## src/rtl/synth_cfg_pkg.sv

```systemverilog
package synth_cfg_pkg;
  localparam int M_WIDTH   = 9;
  localparam int NA_WIDTH  = 3;
  localparam int SSC_WIDTH = 4;
  localparam int M_LOCK_LO = 23;
  localparam int M_LOCK_HI = 30;

  // strobes from control to datapath
  typedef struct packed {
    logic serMode;   // parallel-load input high
    logic shiftEn;   // shift one bit this cycle
    logic loadSer;   // copy shift contents (after shift) into active regs
  } cfgStrobes_t;

  typedef enum logic [1:0] {
    TSEL_LOW  = 2'b00,
    TSEL_SHFT = 2'b01,
    TSEL_MFB  = 2'b10,
    TSEL_OCLK = 2'b11
  } testSel_e;
endpackage

```

## src/rtl/synth_cfg_ctrl.sv

```systemverilog
module synth_cfg_ctrl
  import synth_cfg_pkg::*;
(
  input  logic        clk,
  input  logic        rstN,
  input  logic        parHold,
  input  logic        serClk,
  input  logic        serStrobe,
  output cfgStrobes_t strobes
);
  logic serClkQ;
  logic strobeQ;
  logic clkRise;
  logic strobeRise;

  always_ff @(posedge clk or negedge rstN) begin
    if (!rstN) begin
      serClkQ <= 1'b0;
      strobeQ <= 1'b0;
    end else begin
      serClkQ <= serClk;
      strobeQ <= serStrobe;
    end
  end

  assign clkRise    = serClk & ~serClkQ;
  assign strobeRise = serStrobe & ~strobeQ;

  always_comb begin
    strobes.serMode = parHold;
    strobes.shiftEn = parHold & clkRise;
    // transfer on strobe rise, or transparently while held high
    strobes.loadSer = parHold & (strobeRise | (serStrobe & clkRise));
  end
endmodule

```

## src/rtl/synth_cfg_datapath.sv

```systemverilog
module synth_cfg_datapath
  import synth_cfg_pkg::*;
#(
  parameter int MW   = M_WIDTH,
  parameter int NAW  = NA_WIDTH,
  parameter int SSCW = SSC_WIDTH
) (
  input  logic            clk,
  input  logic            rstN,
  input  cfgStrobes_t     strobes,
  input  logic            serData,
  input  logic [MW-1:0]   mPins,
  input  logic [NAW-1:0]  naPins,
  input  logic            mDivFb,
  input  logic            outClkRef,
  output logic [MW-1:0]   mActive,
  output logic [NAW-1:0]  naActive,
  output logic [1:0]      testSel,
  output logic [SSCW:0]   auxBits,
  output logic            testOut
);
  localparam int NA_LSB   = MW;
  localparam int UNUSED_P = MW + NAW;
  localparam int T0_P     = UNUSED_P + 1;
  localparam int T1_P     = UNUSED_P + 2;
  localparam int SSC_LSB  = UNUSED_P + 3;
  localparam int FRAME_W  = SSC_LSB + SSCW;

  logic [FRAME_W-1:0] shiftReg;
  logic [FRAME_W-1:0] shiftNext;

  always_comb begin
    shiftNext = shiftReg;
    if (strobes.shiftEn) shiftNext = {shiftReg[FRAME_W-2:0], serData};
  end

  always_ff @(posedge clk or negedge rstN) begin
    if (!rstN) shiftReg <= '0;
    else       shiftReg <= shiftNext;
  end

  always_ff @(posedge clk or negedge rstN) begin
    if (!rstN) begin
      mActive  <= '0;
      naActive <= '0;
      testSel  <= '0;
      auxBits  <= '0;
    end else if (!strobes.serMode) begin
      mActive  <= mPins;
      naActive <= naPins;
    end else if (strobes.loadSer) begin
      mActive  <= shiftNext[MW-1:0];
      naActive <= shiftNext[NA_LSB +: NAW];
      testSel  <= {shiftNext[T1_P], shiftNext[T0_P]};
      auxBits  <= {shiftNext[SSC_LSB +: SSCW], shiftNext[UNUSED_P]};
    end
  end

  always_comb begin
    testOut = 1'b0;
    if (strobes.serMode) begin
      case (testSel_e'(testSel))
        TSEL_LOW:  testOut = 1'b0;
        TSEL_SHFT: testOut = shiftReg[FRAME_W-1];
        TSEL_MFB:  testOut = mDivFb;
        TSEL_OCLK: testOut = outClkRef;
        default:   testOut = 1'b0;
      endcase
    end
  end
endmodule

```

## src/rtl/synth_cfg_loader.sv

```systemverilog
module synth_cfg_loader
  import synth_cfg_pkg::*;
#(
  parameter int MW    = M_WIDTH,
  parameter int NAW   = NA_WIDTH,
  parameter int SSCW  = SSC_WIDTH,
  parameter int M_LO  = M_LOCK_LO,
  parameter int M_HI  = M_LOCK_HI
) (
  input  logic           clk,
  input  logic           rstN,
  input  logic           parHold,
  input  logic           serClk,
  input  logic           serData,
  input  logic           serStrobe,
  input  logic [MW-1:0]  mPins,
  input  logic [NAW-1:0] naPins,
  input  logic           mDivFb,
  input  logic           outClkRef,
  output logic [MW-1:0]  mActive,
  output logic [NAW-1:0] naActive,
  output logic [1:0]     testSel,
  output logic [SSCW:0]  auxBits,
  output logic           testOut,
  output logic           mInRange
);
  localparam logic [MW-1:0] LO_V = MW'(M_LO);
  localparam logic [MW-1:0] HI_V = MW'(M_HI);

  cfgStrobes_t strobes;

  synth_cfg_ctrl u_ctrl (
    .clk(clk), .rstN(rstN), .parHold(parHold), .serClk(serClk),
    .serStrobe(serStrobe), .strobes(strobes)
  );

  synth_cfg_datapath #(.MW(MW), .NAW(NAW), .SSCW(SSCW)) u_dp (
    .clk(clk), .rstN(rstN), .strobes(strobes), .serData(serData),
    .mPins(mPins), .naPins(naPins), .mDivFb(mDivFb), .outClkRef(outClkRef),
    .mActive(mActive), .naActive(naActive), .testSel(testSel),
    .auxBits(auxBits), .testOut(testOut)
  );

  assign mInRange = (mActive >= LO_V) && (mActive <= HI_V);
endmodule

```

## config.mk

```make
export PLATFORM = sky130hd
export DESIGN_NAME = synth_cfg_loader
export DESIGN_NICKNAME = d
export VERILOG_FILES = /design/src/rtl/synth_cfg_pkg.sv /design/src/rtl/synth_cfg_ctrl.sv /design/src/rtl/synth_cfg_datapath.sv /design/src/rtl/synth_cfg_loader.sv
export SDC_FILE = /design/constraint.sdc
export NUM_CORES = 1
export LEC_CHECK = 0
export BUFFER_PORTS_ARGS = -buffer_cell sky130_fd_sc_hd__buf_2
export CAP_MARGIN = 25
export CORE_MARGIN = 2
export CORE_UTILIZATION = 45
export DETAILED_ROUTE_END_ITERATION = 10
export PLACE_DENSITY = 0.75
export SLEW_MARGIN = 20
export SYNTH_ARGS = -nofsm -noshare
export SYNTH_HDL_FRONTEND = slang
export SYNTH_HIERARCHICAL = 1
export SYNTH_SLANG_ARGS = --single-unit
```

## constraint.sdc

```tcl
create_clock -name clk -period 2.1 [get_ports clk]
set_input_delay 0.42 -clock clk [delete_from_list [all_inputs] [get_ports clk]]
set_output_delay 0.42 -clock clk [all_outputs]
set_load 0.03 [all_outputs]
```

-- Word-level counts from Yosys, hierarchy flattened
Index checks and enable logic that the tools add are counted.
- register bits after elaboration: 40
- bits of input ports: 20
- output and inout port bits: 21
- order comparisons: 2
- equality and inequality tests: 4
- muxes and demuxes: 7
- reduce and logical (&&, ||, !) cells: 3
- bitwise logic cells: 8
- operators by type and width (kind ; number):
    $mux 19 ; 1
    $mux 9 ; 2
    $ge 9x5->1 const B ; 1
    $le 9x5->1 const B ; 1
    $mux 3 ; 2
    $and 1x1->1 ; 5
    $eq 2x2->1 const B ; 2
    $pmux 1 s4 ; 1
    $eq 2x1->1 const B ; 1
    $logic_not 2->1 ; 1
    $ne 2x1->1 const B ; 1
    $not 1->1 ; 2
    $reduce_and 2->1 ; 1
    $logic_and 1x1->1 ; 1
    $mux 1 ; 1
    $or 1x1->1 ; 1

-- Longest topological paths before layout
Gate-level depths: netlist of the first run.
- word-level depth: 7
- depth in mapped cells: 6
- depth with buffers taken out: 4

-- Modules after synthesis
The synthesis of the first run kept the hierarchy.
- modules (own cells, without submodules) (module ; cells each ; seq. area each (sq um) ; instances ; area an instance (sq um)):
    synth_cfg_datapath ; 100 ; 950.9 ; 1 ; 1537.7
    synth_cfg_ctrl ; 8 ; 50.0 ; 1 ; 91.3
    synth_cfg_loader ; 4 ; 0.0 ; 1 ; 28.8

-- Worst setup path before layout of the first run
No wires, ideal clock.
- path kind: register to output
- from: register u_dp.mActive[7]
- to: output port mInRange
- stages on the path, launching flop included: 3
- data arrival time: 1.723 ns
- buffers on the path: 0
- slack: -0.043 ns
- data required time: 1.680 ns
- cells stage by stage: dfrtp_1 > or4b_1 > nor3_1
- cells in the longest elaborated chain, start to end: 2
- ends and longest elaborated chain (what ; RTL line ; source):
    from (decl) ; synth_cfg_datapath.sv:16 ; output logic [MW-1:0] mActive,
    from (signal assigned) ; synth_cfg_datapath.sv:49 ; mActive <= mPins;
    from (signal assigned) ; synth_cfg_datapath.sv:52 ; mActive <= shiftNext[MW-1:0];
    $ge 9x5->1 / $le 9x5->1 (equally long branches) ; synth_cfg_loader.sv:44 ; assign mInRange = (mActive >= LO_V) && (mActive <= HI_V);
    $logic_and 1x1->1 (*) ; synth_cfg_loader.sv:44 ;
    to (decl) ; synth_cfg_loader.sv:25 ; output logic mInRange
Mark *: on every way between the ends. The rest lies on a longest branch, timed or not.

-- Worst setup path after layout of the first run
Ends and elaborated chain as after synthesis.

==> results of run 1 <==
## state kept, by name (all words and copies together), names as in the netlist
name,flops
u_dp/auxBits,5
u_ctrl/strobeQ,1
u_dp/naActive,3
u_dp/mActive,9
u_ctrl/serClkQ,1
u_dp/shiftReg,19
u_dp/testSel,2
## layer usage
| metal | up-vias | share of wire | track usage |
|---|---|---|---|
| met1 | 521 | 0.44 | 0.211 |
| met3 | 6 | 0.063 | 0.0712 |
| li1 | 489 | - | - |
| met4 | 0 | 0.014 | 0.0745 |
| met5 | - | 0 | 0 |
| met2 | 29 | 0.48 | 0.271 |
## report_power, final
part / internal (mW) / leakage, nW / switching (mW) / total [mW]
logic: 0.154 / 0.441 / 0.164 / 0.318
registers: 0.878 / 0.521 / 0.0647 / 0.943
clock network: 0.225 / 0.0410 / 0.240 / 0.465
total: 1.26 / 1.00 / 0.469 / 1.73
## final cells by class
cell class                 count  area [um2]  area share
inverter                       2        7.51     0.00377
timing repair buffer          44         245       0.123
tap                           48        60.1      0.0302
clock inverter                 1        5.00     0.00252
sequential                    40        1000       0.503
multi-input combinational     63         598       0.301
clock buffer                   6        72.6      0.0365
## synth_stat cells (all sizes together)
cell,number,area share
nand3,1,0.0030
a211oi,1,0.0045
mux2,26,0.18
a21oi,2,0.0083
buf,5,0.029
nand2b,1,0.0083
clkbuf,2,0.0045
nor3,1,0.0030
xor2,1,0.0053
and2,1,0.0038
nor2,1,0.0023
dfrtp,40,0.60
inv,2,0.0045
mux2i,1,0.0060
a221o,12,0.072
nor2b,13,0.049
or4b,1,0.0060
nand2,1,0.0023
## kinds of logic (layout without fill, tap and decap cells)
logic type | after synthesis | count (layout) | share of synthesized area
DFF | 40 | 40 | 0.604
buffers and inverters | 9 | 53 | 0.0385
xor gates and xnor gates | 1 | 1 | 0.00528
AOI/OAI and AO/OA | 15 | 15 | 0.0853
muxes | 27 | 27 | 0.189
and+or+nand+nor | 20 | 20 | 0.0777
## critical path, stage by stage (launching register included)
cell and delay (ns):
dfrtp_1 0.41, or4b_1 0.56, nor3_2 0.17, buf_4 0.18
## worst paths after layout
check	start	endpoint	slack, ns
hold reg to reg	u_dp/auxBits[0]$_DFFE_PN0P_	u_dp/auxBits[0]$_DFFE_PN0P_	0.51
min in group clk	serStrobe	u_ctrl/strobeQ$_DFF_PN0_	0.27
setup reg to reg	u_ctrl/serClkQ$_DFF_PN0_	u_dp/mActive[8]$_DFFE_PN0P_	0.42
max in group asynchronous	rstN	u_dp/shiftReg[17]$_DFF_PN0_	1.58
hold / removal	rstN	u_dp/mActive[1]$_DFFE_PN0P_	0.17
setup / recovery	u_dp/mActive[7]$_DFFE_PN0P_	mInRange	0.07
## stage by stage
stage	area [um2]	power (mW)	hold slack, ns	instances
floorplan	1660	1.17	0.124	112
global placement	1910	1.26	0.489	197
detailed placement	1910	1.28	0.492	197
CTS	1990	1.74	0.184	204
global route	1990	1.81	0.217	204
finish	1990	1.73	0.173	204
## repair_timing
action                                 CTS  global route
resized for setup                        0             2
setup endpoints to repair                0             1
endpoints found under the hold margin    0             0
buffers inserted                         0             0
==> results_dict.tcl, run 1 <==
set metrics [dict create \
    ant_nets 0 \
    clk_path_buf_depth 2 \
    peakVddDrop_uv 433 \
    slew_headroom 0.394 \
    synth_seq_area_share 0.604 \
    final_cell_mix "dfrtp_1, buf_2, mux2_2" \
    start_util 0.460 \
    vias_per_cell 5.12 \
    wire_per_inst_um 15.4 \
    cts_hold_buffers 0 \
    grt_pass1_vias 1120 \
    portBuffers 40 \
    crit_fanout 3 \
    power_density_nw_per_um2 867 \
    worstPathArrival_ns 1.61 \
    finalSetupTns_ns 0 \
    fin_util 0.552 \
    antennaDiodeCount 0 \
    gp_congestion 0.745 \
    finalCriticalPeriod_ns 2.03 \
    cts_made_buffers 5 \
    status "completed" \
    rsz0062_at_grt "false" \
    clock_skew_ns 0.00639 \
    drv_slew 0 \
    antenna_found_initial 0 \
    n_fill_cell 333 \
    cts_tree "built" \
    leakagePower_nw 1.00 \
    synthToLayoutAreaGrowth_pct 20.0 \
    path_class "reg2out" \
    cts_root_buffer "clkbuf_8" \
    clkLatencyLatePin_ns 0.29 \
    max_cap_viol_count 0 \
    dieHeight_um 64.7 \
    hpwl_mm 2.23 \
    clkTransAtPathRegs_ns 0.07 \
    setup_ws_ns 0.0693 \
    h-tree-depth 2 \
    die_x_um 64.7 \
    ios 41 \
    nets 176 \
    finalSetupViolCount 0 \
    ys.warnings.count 6 \
    final_common_cell "dfrtp_1" \
    cp-start-kind "flop" \
    cts.sinks 40 \
    holdCritPathClass "in2async" \
    syn_area_um2 1660 \
    dr.pass1.iters 4 \
    grt_usage 0.173 \
    synthCells 112 \
    grt_max_degree 41 \
    syn_area_per_cell_um2 14.8 \
    syn_nets 132 \
    drt-initial-drc-count 50 \
    hold_viol 0 \
    yosys.cell_types.count 23 \
    worst_ep_required_time_ns 1.68 \
    die_area_um2 4190 \
    endpoint_kind "primary output" \
    core_um2 3610 \
    grt_overflow 0 \
    remaining_drc_errors 0 \
    num_vias 1045 \
    grt_pass1_wl_mm 5.33 \
    min_period_over_period 0.967 \
    fmax_ghz 0.492 \
    rows 22 \
    drive_gt1_frac 0.506 \
    reg2regPathDepth 5 \
    wl_mm 3.13 \
    dp_slack_ns 0.282 \
    worst_pin_slew_ns 0.906 \
    ys_ff_latch 40 \
]
No activity file was read; power rests on OpenSTA's default activity.
==> inputs of run 2 (changes only) <==
- CAP_MARGIN: 25 -> 20
- CELL_PAD_IN_SITES_DETAIL_PLACEMENT: unset -> 0
- CELL_PAD_IN_SITES_GLOBAL_PLACEMENT: unset -> 1
- CORE_UTILIZATION: 45 -> 42
- PLACE_DENSITY: 0.75 -> 0.84
- clock period: 2.1 -> 2.32 ns (I/O delays scaled with it)
==> results_dict.tcl, run 2 (synthesis results as in run 1) <==
set metrics [dict create \
    cts_root_buffer "clkbuf_8" \
    grt_max_degree 41 \
    start_util 0.446 \
    crit_fanout 3 \
    h-tree-depth 2 \
    core_um2 3720 \
    drive_gt1_frac 0.490 \
    worstPathArrival_ns 1.61 \
    peakVddDrop_uv 478 \
    dp_slack_ns 0.279 \
    vias_per_cell 5.05 \
    finalInstanceArea_um2 1970 \
    largest-register "u_dp/shiftReg" \
    whs_ns 0.275 \
    gp_congestion 0.738 \
    placedCellCount 195 \
    dieHeight_um 66.8 \
    ios 41 \
    antennaDiodeCount 0 \
    grt_overflow 0 \
    finalSetupTns_ns 0 \
    die_area_um2 4470 \
    clkTransAtPathRegs_ns 0.07 \
    nets 174 \
    cts_made_buffers 5 \
    dr.pass1.iters 4 \
    drv_slew 0 \
    grt_usage 0.165 \
    slew_headroom 0.383 \
    wire_per_inst_um 15.0 \
    cts_hold_buffers 0 \
    worst_pin_slew_ns 0.923 \
    cts.sinks 40 \
    synthToLayoutAreaGrowth_pct 18.6 \
    sw_frac_of_total 0.268 \
    cp_slowest_stage_delay_ns 0.53 \
    status "completed" \
    combPwrFrac 0.178 \
    worst_ep_required_time_ns 1.86 \
    wl_mm 3.05 \
    largest_reg_flops 19 \
    dpl_cell_area_um2 1880 \
    rsz0062_at_grt "false" \
    seqPwrFrac 0.531 \
    remaining_drc_errors 0 \
    die_x_um 66.8 \
    finalCriticalPeriod_ns 2.08 \
    max_cap_viol_count 0 \
    num_vias 1025 \
    cts_tree "built" \
    clock_power_share 0.291 \
    grt_pass1_wl_mm 5.24 \
    switching_power_uw 430 \
    portBuffers 40 \
    min_period_over_period 0.896 \
    setup_ws_ns 0.242 \
    antenna_found_initial 0 \
    cp-start-kind "flop" \
    path_class "reg2out" \
    endpoint_kind "primary output" \
    final_cell_mix "buf_2, dfrtp_1, mux2_2" \
    holdCritPathClass "in2async" \
    ant_nets 0 \
    grt_pass1_vias 1081 \
    fmax_ghz 0.481 \
    finalSetupViolCount 0 \
    hold_viol 0 \
    drt-initial-drc-count 33 \
    cts_post_setup_buffers_inserted 0 \
    rows 22 \
    final_cells 203 \
    clock_skew_ns 0.00653 \
    cts-resized-gates 0 \
    p_int_mw 1.17 \
    crit_slowest_cell "or4b_1" \
    path_cells "or4b_1 -> nor3_1 -> buf_2" \
    hpwl_mm 2.08 \
    clkLatencyLatePin_ns 0.29 \
    leakagePower_nw 0.994 \
    reg_top3 "u_dp/shiftReg (19), u_dp/mActive (9), u_dp/auxBits (5)" \
    power_density_nw_per_um2 814 \
    clk_path_buf_depth 2 \
]
run 2: cell type report:
| class | count | area, um2 |
|---|---|---|
| Clock buffer | 8 | 90.1 |
| Fill cell | 348 | 1750 |
| Inverter | 2 | 7.51 |
| Multi-Input combinational cell | 63 | 593 |
| Sequential cell | 40 | 1000 |
| Tap cell | 48 | 60.1 |
| Timing Repair Buffer | 42 | 215 |
run 2: worst paths after layout:
check / start / to / slack (ns) / cells past startpoint
worst min register to register: u_dp/auxBits[4]$_DFFE_PN0P_ / u_dp/auxBits[4]$_DFFE_PN0P_ / 0.50 / 1
max in group asynchronous: rstN / u_dp/shiftReg[11]$_DFF_PN0_ / 1.50 / 1
worst max-delay path: u_dp/mActive[7]$_DFFE_PN0P_ / mInRange / 0.24 / 3
worst max register to register: u_ctrl/serClkQ$_DFF_PN0_ / u_dp/mActive[1]$_DFFE_PN0P_ / 0.62 / 5
worst min-delay path: rstN / u_dp/mActive[3]$_DFFE_PN0P_ / 0.27 / 1
min in group clk: serStrobe / u_ctrl/strobeQ$_DFF_PN0_ / 0.30 / 1
run 2: power groups by stage:
stage | sequential [mW] | clock (mW) | combinational [mW]
floorplan | 0.896 | 0 | 0.159
global placement | 0.860 | 0 | 0.277
detailed placement | 0.865 | 0 | 0.285
CTS | 0.851 | 0.485 | 0.287
global route | 0.864 | 0.524 | 0.307
finish | 0.851 | 0.466 | 0.284
run 2: layer usage:
metal / track usage / wire [um] / vias to the layer above
li1: - / - / 487
met1: 0.221 / 1440 / 496
met2: 0.228 / 1330 / 33
met3: 0.0557 / 180 / 9
met4: 0.107 / 95 / 0
met5: 0 / 0 / -
run 2: critical path, delay by kind of cell (launching register included):
kind	cells	cell delay (ns)
AND/OR/NAND/NOR	2	0.70
buffers and inverters	1	0.22
flip-flops	1	0.40
run 2: metrics by stage:
step / util / total power, mW
floorplan: - / 1.06
global placement: 0.505 / 1.14
detailed placement: 0.505 / 1.15
CTS: 0.529 / 1.62
global route: 0.529 / 1.69
finish: 0.529 / 1.60
